File: src/rtl/wel_seq_pkg.sv
package wel_seq_pkg;

    localparam int CMD_LEN_W = 3;
    localparam int OP_W      = 8;

    localparam logic [OP_W-1:0] OP_WREN   = 8'h06;
    localparam logic [OP_W-1:0] OP_RDSR   = 8'h05;
    localparam logic [OP_W-1:0] OP_FLAGSR = 8'h70;

    localparam int BIT_BUSY = 0;
    localparam int BIT_WEL  = 1;

    typedef enum logic [2:0] {
        S_IDLE, S_WREN, S_STAT, S_POLL, S_PAUSE, S_FLAG
    } seq_state_t;

    typedef enum logic [1:0] {
        RES_OK           = 2'd0,
        RES_WEL_TIMEOUT  = 2'd1,
        RES_BUSY_TIMEOUT = 2'd2,
        RES_PORT_ERR     = 2'd3
    } result_t;

    typedef struct packed {
        logic                 valid;
        logic [OP_W-1:0]      op;
        logic                 has_addr;
        logic                 is_read;
        logic [CMD_LEN_W-1:0] len;
    } cmd_t;

    // Command presented on the port for each sequencer state.
    function automatic cmd_t cmd_for(seq_state_t s);
        cmd_t c;
        c = '0;
        case (s)
            S_WREN: begin c.valid = 1'b1; c.op = OP_WREN; end
            S_STAT, S_POLL: begin
                c.valid = 1'b1; c.op = OP_RDSR;
                c.is_read = 1'b1; c.len = CMD_LEN_W'(1);
            end
            S_FLAG: begin
                c.valid = 1'b1; c.op = OP_FLAGSR;
                c.is_read = 1'b1; c.len = CMD_LEN_W'(1);
            end
            default: c = '0;
        endcase
        return c;
    endfunction

endpackage

File: src/rtl/wel_limit_ctr.sv
module wel_limit_ctr #(
    parameter int LIMIT = 1000
) (
    input  logic clk,
    input  logic rst,
    input  logic clr,
    input  logic inc,
    output logic at_last
);
    localparam int W = (LIMIT > 1) ? $clog2(LIMIT) : 1;
    localparam logic [W-1:0] LAST = W'(LIMIT - 1);

    logic [W-1:0] cnt;

    always_ff @(posedge clk) begin
        if (rst || clr)
            cnt <= '0;
        else if (inc && cnt != LAST)
            cnt <= cnt + W'(1);
    end

    assign at_last = (cnt == LAST);

    AST_CTR_BOUND: assert property (@(posedge clk) disable iff (rst)
        cnt <= LAST);

endmodule

File: src/rtl/wel_pause_timer.sv
module wel_pause_timer #(
    parameter int GAP = 10000
) (
    input  logic clk,
    input  logic rst,
    input  logic load,
    output logic expired
);
    localparam int CW = $clog2(GAP + 1);
    localparam logic [CW-1:0] START = CW'(GAP - 1);

    logic [CW-1:0] cnt;

    always_ff @(posedge clk) begin
        if (rst)
            cnt <= '0;
        else if (load)
            cnt <= START;
        else if (cnt != '0)
            cnt <= cnt - CW'(1);
    end

    assign expired = (cnt == '0);

endmodule

File: src/rtl/wel_handshake_seq.sv
module wel_handshake_seq
    import wel_seq_pkg::*;
#(
    parameter int MAX_TRIES = 1000,
    parameter int POLL_GAP  = 10000,
    parameter int MAX_POLLS = 100000
) (
    input  logic                 clk,
    input  logic                 rst,
    input  logic                 req_start,
    input  logic                 req_quirk,
    output logic                 req_done,
    output logic [1:0]           req_code,
    output logic                 cmd_valid,
    output logic [OP_W-1:0]      cmd_op,
    output logic                 cmd_has_addr,
    output logic                 cmd_is_read,
    output logic [CMD_LEN_W-1:0] cmd_len,
    input  logic                 cmd_done,
    input  logic                 cmd_err,
    input  logic [OP_W-1:0]      cmd_rdata
);
    seq_state_t state, nxt;
    result_t    code_q, fin_code;
    logic       fin, quirk_q;
    cmd_t       cur;

    logic busy_bit, wel_bit, ok_done;
    logic tries_last, polls_last, gap_over;
    logic attempt_fail, polls_clr, polls_inc;

    assign cur          = cmd_for(state);
    assign cmd_valid    = cur.valid;
    assign cmd_op       = cur.op;
    assign cmd_has_addr = cur.has_addr;
    assign cmd_is_read  = cur.is_read;
    assign cmd_len      = cur.len;

    assign busy_bit = cmd_rdata[BIT_BUSY];
    assign wel_bit  = cmd_rdata[BIT_WEL];
    assign ok_done  = cmd_done && !cmd_err;

    assign attempt_fail = ok_done &&
        ((state == S_STAT && !busy_bit && !wel_bit) ||
         (state == S_POLL && !busy_bit && !quirk_q) ||
         (state == S_FLAG));
    assign polls_clr = (state == S_STAT) && ok_done && busy_bit;
    assign polls_inc = (state == S_POLL) && ok_done && busy_bit;

    wel_limit_ctr #(.LIMIT(MAX_TRIES)) u_tries (
        .clk(clk), .rst(rst),
        .clr(state == S_IDLE), .inc(attempt_fail), .at_last(tries_last)
    );

    wel_limit_ctr #(.LIMIT(MAX_POLLS)) u_polls (
        .clk(clk), .rst(rst),
        .clr(polls_clr), .inc(polls_inc), .at_last(polls_last)
    );

    wel_pause_timer #(.GAP(POLL_GAP)) u_gap (
        .clk(clk), .rst(rst),
        .load(state != S_PAUSE), .expired(gap_over)
    );

    always_comb begin
        nxt      = state;
        fin      = 1'b0;
        fin_code = RES_OK;
        if (cmd_done && cmd_err && state != S_IDLE && state != S_PAUSE) begin
            fin      = 1'b1;
            fin_code = RES_PORT_ERR;
        end else begin
            case (state)
                S_IDLE:  if (req_start) nxt = S_WREN;
                S_WREN:  if (cmd_done) nxt = S_STAT;
                S_STAT: if (cmd_done) begin
                    if (busy_bit)        nxt = S_POLL;
                    else if (wel_bit)    fin = 1'b1;
                    else if (tries_last) begin fin = 1'b1; fin_code = RES_WEL_TIMEOUT; end
                    else                 nxt = S_WREN;
                end
                S_POLL: if (cmd_done) begin
                    if (busy_bit) begin
                        if (polls_last) begin fin = 1'b1; fin_code = RES_BUSY_TIMEOUT; end
                        else            nxt = S_PAUSE;
                    end
                    else if (quirk_q)    nxt = S_FLAG;
                    else if (tries_last) begin fin = 1'b1; fin_code = RES_WEL_TIMEOUT; end
                    else                 nxt = S_WREN;
                end
                S_PAUSE: if (gap_over) nxt = S_POLL;
                S_FLAG: if (cmd_done) begin
                    if (tries_last) begin fin = 1'b1; fin_code = RES_WEL_TIMEOUT; end
                    else            nxt = S_WREN;
                end
                default: nxt = S_IDLE;
            endcase
        end
        if (fin) nxt = S_IDLE;
    end

    always_ff @(posedge clk) begin
        if (rst) begin
            state    <= S_IDLE;
            req_done <= 1'b0;
            code_q   <= RES_OK;
            quirk_q  <= 1'b0;
        end else begin
            state    <= nxt;
            req_done <= fin;
            if (fin) code_q <= fin_code;
            if (state == S_IDLE && req_start) quirk_q <= req_quirk;
        end
    end

    assign req_code = code_q;

    AST_CMD_HELD: assert property (@(posedge clk) disable iff (rst)
        cmd_valid && !cmd_done |=> cmd_valid && $stable(cmd_op));
    AST_DROP_AFTER_DONE: assert property (@(posedge clk) disable iff (rst)
        $fell(cmd_valid) |-> $past(cmd_done));
    AST_WREN_SHAPE: assert property (@(posedge clk) disable iff (rst)
        cmd_valid && cmd_op == OP_WREN |-> !cmd_is_read && cmd_len == '0 && !cmd_has_addr);
    AST_DONE_SINGLE: assert property (@(posedge clk) disable iff (rst)
        req_done |=> !req_done);
    AST_DONE_FOLLOWS_CMD: assert property (@(posedge clk) disable iff (rst)
        req_done |-> $past(cmd_done));

endmodule

File: config.mk
export PLATFORM = sky130hd
export DESIGN_NAME = wel_handshake_seq
export DESIGN_NICKNAME = d
export VERILOG_FILES = /design/src/rtl/wel_seq_pkg.sv /design/src/rtl/wel_limit_ctr.sv /design/src/rtl/wel_pause_timer.sv /design/src/rtl/wel_handshake_seq.sv
export SDC_FILE = /design/constraint.sdc
export NUM_CORES = 1
export LEC_CHECK = 0
export BUFFER_PORTS_ARGS = -buffer_cell sky130_fd_sc_hd__clkbuf_2
export CAP_MARGIN = 10
export CELL_PAD_IN_SITES_DETAIL_PLACEMENT = 1
export CELL_PAD_IN_SITES_GLOBAL_PLACEMENT = 1
export CORE_UTILIZATION = 40
export CTS_CLUSTER_SIZE = 25
export DETAILED_ROUTE_END_ITERATION = 12
export GPL_ROUTABILITY_DRIVEN = 0
export PLACE_DENSITY_LB_ADDON = 0.1
export SLEW_MARGIN = 40
export SYNTH_ARGS = -nofsm -noshare
export SYNTH_HDL_FRONTEND = slang
export SYNTH_SLANG_ARGS = --single-unit
export TNS_END_PERCENT = 1
File: constraint.sdc
create_clock -name clk -period 2 [get_ports clk]
set_input_delay 0.4 -clock clk [delete_from_list [all_inputs] [get_ports clk]]
set_output_delay 0.4 -clock clk [all_outputs]
set_load 0.02 [all_outputs]
After elaboration in Yosys (flattened, before gate mapping)

Cells that the tools add are included.

Bits of input ports: 14
Bits in registers: 48
Output and inout bits: 17

Mux-type cells: 39
Reduce and logical (&&, ||, !) cells: 34
Bitwise operators: 1
Equality and inequality tests: 18
Add/subtract/negate cells: 3

Operator list:

| cell                  | number |
|---|---|
| $mux 3                | 12 |
| $mux 14               | 2 |
| $pmux 9 s3            | 1 |
| $pmux 3 s6            | 1 |
| $add 17x1->17 const B | 1 |
| $eq 17x17->1 const B  | 1 |
| $ne 17x17->1 const B  | 1 |
| $logic_and 1x1->1     | 16 |
| $mux 1                | 15 |
| $logic_not 14->1      | 1 |
| $reduce_bool 14->1    | 1 |
| $sub 14x1->14 const B | 1 |
| $ne 2x2->1 const B    | 6 |
| $add 10x1->10 const B | 1 |
| $eq 10x10->1 const B  | 1 |
| $mux 2                | 5 |
| $ne 10x10->1 const B  | 1 |
| $ne 3x3->1 const B    | 3 |
| $reduce_and 9->1      | 1 |
| $eq 3x2->1 const B    | 2 |
| $eq 3x3->1 const B    | 2 |
| $pmux 2 s3            | 1 |
| $reduce_or 2->1       | 3 |
| $logic_not 1->1       | 4 |
| 9 further kinds       | 12 |

Longest topological paths before layout

Depth in word-level cells: 8
Mapped depth: 8
Gate-level depth less buffers: 7

By module

Synthesis repeated with hierarchy kept, for this count alone.

Cells, all modules: 342
Area, all modules: 2766.4 um2

Modules (own cells, without submodules):

| module                   | area each (um2) | seq. area each (um2) | times used | cells each |
|---|---|---|---|---|
| wel_limit_ctr at u_polls | 893.4           | 340.3                | 1          | 106 |
| wel_pause_timer          | 711.9           | 280.3                | 1          | 85 |
| wel_handshake_seq        | 655.6           | 140.1                | 1          | 93 |
| wel_limit_ctr at u_tries | 505.5           | 200.2                | 1          | 58 |

Least setup slack after synthesis

Ideal clock, no wire load.

Kind: reg-to-reg
From: register u_gap.cnt[0]
To: register state[1]
Period minus slack after synthesis: 1.987 ns
Library setup time: 0.103 ns
Cell stages (with the launch flop): 8
Buffers on the path: 0
Path slack: 0.013 ns
Data arrival time: 1.883 ns
Cell sequence: dfxtp_1 > inv_1 > ha_1 > nor4b_1 > nand4_1 > a211oi_1 > a21oi_1 > a2111oi_2

Word-level cells in the longest chain between the ends: 3

Ends and longest elaborated chain:

| what                              | RTL line                 | RTL |
|---|---|---|
| from (decl)                       | wel_pause_timer.sv:12    | `logic [CW-1:0] cnt;` |
| from (signal assigned)            | wel_pause_timer.sv:20    | `cnt <= cnt - CW'(1);` |
| $logic_not 14->1                  | wel_pause_timer.sv:23    | `assign expired = (cnt == '0);` |
| $ne 2x2->1 (no source line)       | -                        |  |
| $reduce_and 9->1 (no source line) | -                        |  |
| to (signal assigned)              | wel_handshake_seq.sv:109 | `state <= nxt;` |
| to (decl)                         | wel_handshake_seq.sv:23  | `seq_state_t state, nxt;` |

Every way passes these cells.
A chain may end at the register's enable or synchronous reset.

Worst setup path in the final report

From: register u_tries.cnt[0]
To: register state[1]

Word-level cells in the longest chain between the ends: 8
Elaborated cells between the ends (all ways): 21
Those cells by class: eq/ne (1); mux (19); reduce/logical (1)

Ends and longest elaborated chain:

| what                             | RTL line                                                                  | RTL |
|---|---|---|
| from (decl)                      | wel_limit_ctr.sv:13                                                       | `logic [W-1:0] cnt;` |
| from (signal assigned)           | wel_limit_ctr.sv:19                                                       | `cnt <= cnt + W'(1);` |
| $eq 10x10->1 (*)                 | wel_limit_ctr.sv:22                                                       | `assign at_last = (cnt == LAST);` |
| $mux 1                           | wel_handshake_seq.sv:79, wel_handshake_seq.sv:88, wel_handshake_seq.sv:93 |  |
| $mux 1 (on tied branches)        | wel_handshake_seq.sv:87, wel_handshake_seq.sv:78                          |  |
| $mux 1 (on tied branches)        | wel_handshake_seq.sv:83, wel_handshake_seq.sv:77                          |  |
| $mux 1 (on tied branches)        | wel_handshake_seq.sv:82, wel_handshake_seq.sv:76                          |  |
| $pmux 1 s3                       | wel_handshake_seq.sv:73                                                   | `case (state)` |
| $mux 1                           | wel_handshake_seq.sv:69                                                   | `if (cmd_done && cmd_err && state != S_IDLE && state != S_PAUSE) begin` |
| $reduce_or 2->1 (no source line) | -                                                                         |  |

Every way passes the cells marked *; elsewhere a longest branch is shown, timed or not. The select of a mux whose other input is x is not followed.

==> reports/qor.csv <==
metric,value,unit
Fmax,0.512,GHz
I/O pin cnt,31,
required time worst endpoint,2.20,ns
starting density of the core,42.0,%
CTS tree,done,
Core Box Area,0.00642,sq mm
Post-Syn Area,0.00270,sq mm
DR WL/cell,15.8,microns
final core utilization,53.4,%
CP peak stage delay,0.34,ns
final instance area,0.00343,sq mm
Slew HR,66.4,%
Clock Pin Slew Worst Setup and Hold Paths,0.09,ns
outcome,"complete, but fails checks",
Num CTS Buffers,5,
worst min path class,input port to flip-flop,
setup TNS,0,ns
via count,2574,
Setup CP Type,flip-flop to flip-flop,
asr flop ratio synth,0,%
CP arrival,2.16,ns
synth warn,0,
clk root buf,clkbuf_8,
Worst setup EP type,flip-flop,
DIE AREA,0.00707,sq mm
CTS H-tree lvls,2,
global-route wire length before repair,12100,microns
Fin Hold WS,0.337,ns
"Seq/Total Area, Yosys",35.6,%
"Remaining Overflow, GRT",0,
Clock Path Buffers,2,
worst-path fanout max,6,
total power,2.69,mW
Pleak,1.39,nW
# rows,29,
pwr/cell area,783,mW/mm^2
dpl cell area,0.00316,sq mm
startpoint types,flip-flop,
final count of negative-setup-slack endpoints,0,
hold_buf cts,0,
Gate Count Post-Synth,314,
critical path's slowest cell,dfxtp_2,
hold depth,3,
worst r2r path cells,7,
Detailed Routing Iterations Pass 1,8,
RSZ-0062 raised after global routing,yes,
Tot GR Track Use,21.2,%
"EDFF count, synth",0,
"Slew Viols, Final",0,
Netlist cell types,63,
violated checks,design-rule violations,
minimum clock period,1.95,ns
fill count,792,
vias in the first global route,2632,
syn_area_per_cell,8.59,sq um
Die Wd,84.1,microns
Synth Flop Type,dfxtp_1,
Tcrit/Tclk final,97.6,%
synthesis-stage register bit count,48,
max cap viols,0,
CTS sink cnt,48,
# diodes,0,
Area contributors post-synth,"dfxtp_1, nor2_1, xor2_1",
Layout Skew,0.00572,ns
share of layout cells above drive strength 1,30.9,%
Clock Latency Late Sink,0.30,ns
Remaining DRCs,11,
"Cell Chain, Critical Path",ha_1 -> and4bb_2 -> and3_1 -> o311ai_2 -> buf_4 -> a2bb2oi_4 -> a2111oi_4,
Slew @ Worst Pin,0.491,ns
Final Hold Fails,0,
area delta synth->final,27.3,%
nets,398,
ANT nets after route,0,
vias per inst,5.61,
port buffer count,19,
peak supply drop,0.331,mV
Synth top area share,35.6,%
Die H,84.1,microns
Initial DRC Count,53,
leading area contributor after synthesis,dfxtp_1,
DPL Wire Length,5250,microns
largest net degree at the start of global routing,18,
initial antenna violation count,0,
Routed WL,7250,microns
## metal layers
metal,share of wire [%],global-route usage (%),wire length [microns],vias to the layer above
met1,47,26.5,3390,1261
li1,-,-,-,1274
met3,2.2,3.36,160,7
met2,50,37.8,3610,32
met4,1.3,5.64,91,0
met5,0,0,0,-
## flip-flops by register name, summed over array words and instances (netlist names)
name and flops:
quirk_q 1, state 3, u_tries.cnt 10, req_code 2
u_gap.cnt 14, req_done 1, u_polls.cnt 17
## through the flow
| stage | std cells | setup WS (ns) |
|---|---|---|
| 2_1_floorplan | 318 | 0.0134 |
| 4_1_cts | 453 | -0.0826 |
| 5_1_grt | 459 | -0.0331 |
| 6_report | 459 | 0.0472 |
| 3_5_place_dp | 444 | -0.166 |
| 3_3_place_gp | 444 | -0.0414 |
## critical path, delay by kind of cell (launching register included)
kind	cells	cell delay (ns)
flip-flops	1	0.34
adder cells (fa/ha/maj)	1	0.21
AND/OR/NAND/NOR	2	0.49
AO/OA/AOI/OAI	3	0.62
buffers and inverters	1	0.19
## cells in the final DEF, fill, tap and decap left out, drive strengths merged, types with 3 or more instances in the layout
master  count
buf        56
or2         3
a211oi      4
or4         3
and3        6
xor2       16
mux2i       3
nor2       39
o21ai      13
nor3        5
and2        4
ha          3
clkbuf     25
a21oi      21
nand2      20
nand3b      4
o31ai       4
nand4      13
a31oi       3
dfxtp      48
conb        5
or3         6
nand3       9
xnor2      12
nor4       10
inv         6
and4        5
## what timing repair did
action,in CTS,in global routing
setup buffers,1,6
setup endpoints to repair,4,20
hold endpoints to repair,0,0
pin swaps,1,6
resized for setup,5,23
## synthesized netlist by cell type, drive strengths merged (3+ instances only)
library cell,count
a211oi,4
a21oi,21
a31oi,3
and2,4
and3,6
and4,5
buf,14
clkbuf,5
dfxtp,48
ha,3
inv,6
mux2i,3
nand2,20
nand3,9
nand3b,4
nand4,13
nor2,39
nor3,5
nor4,10
o21ai,13
o31ai,4
or2,3
or3,6
or4,3
xnor2,12
xor2,16
## final timing paths
| path | start | endpoint | slack, ns |
|---|---|---|---|
| setup / recovery | u_tries.cnt[0]$_SDFFE_PP0P_ | state[1]$_SDFFE_PP0P_ | 0.05 |
| hold / removal | req_quirk | quirk_q$_SDFFE_PP0P_ | 0.34 |
| setup reg to reg | u_tries.cnt[0]$_SDFFE_PP0P_ | state[1]$_SDFFE_PP0P_ | 0.05 |
| hold reg to reg | u_tries.cnt[1]$_SDFFE_PP0P_ | u_tries.cnt[1]$_SDFFE_PP0P_ | 0.50 |
## cell families after synthesis
logic type,Yosys count,synth area share [%]
AND/OR/NAND/NOR,141,29.3
multiplexers,5,1.95
AO/OA/AOI/OAI,63,17.2
XOR/XNOR,28,9.09
other,1,0.139
adder cells (fa/ha/maj),3,1.39
buffers and inverters,25,5.29
flip-flops,48,35.6
## where the power goes
group	switching (mW)	internal [mW]	total, mW	leakage (nW)
combinational	0.521	0.402	0.924	0.942
sequential	0.0494	0.999	1.05	0.393
clock	0.341	0.372	0.713	0.0552
## final cells by class
class | count | area, sq um | area share (%)
Inverter | 6 | 22.5 | 0.656
Clock buffer | 6 | 72.6 | 2.11
Timing Repair Buffer | 75 | 526 | 15.3
Multi-Input combinational cell | 245 | 1710 | 49.8
Clock inverter | 2 | 35.0 | 1.02
Tap cell | 77 | 96.3 | 2.81
Sequential cell | 48 | 971 | 28.3
Power figures use the tool's default switching activity.
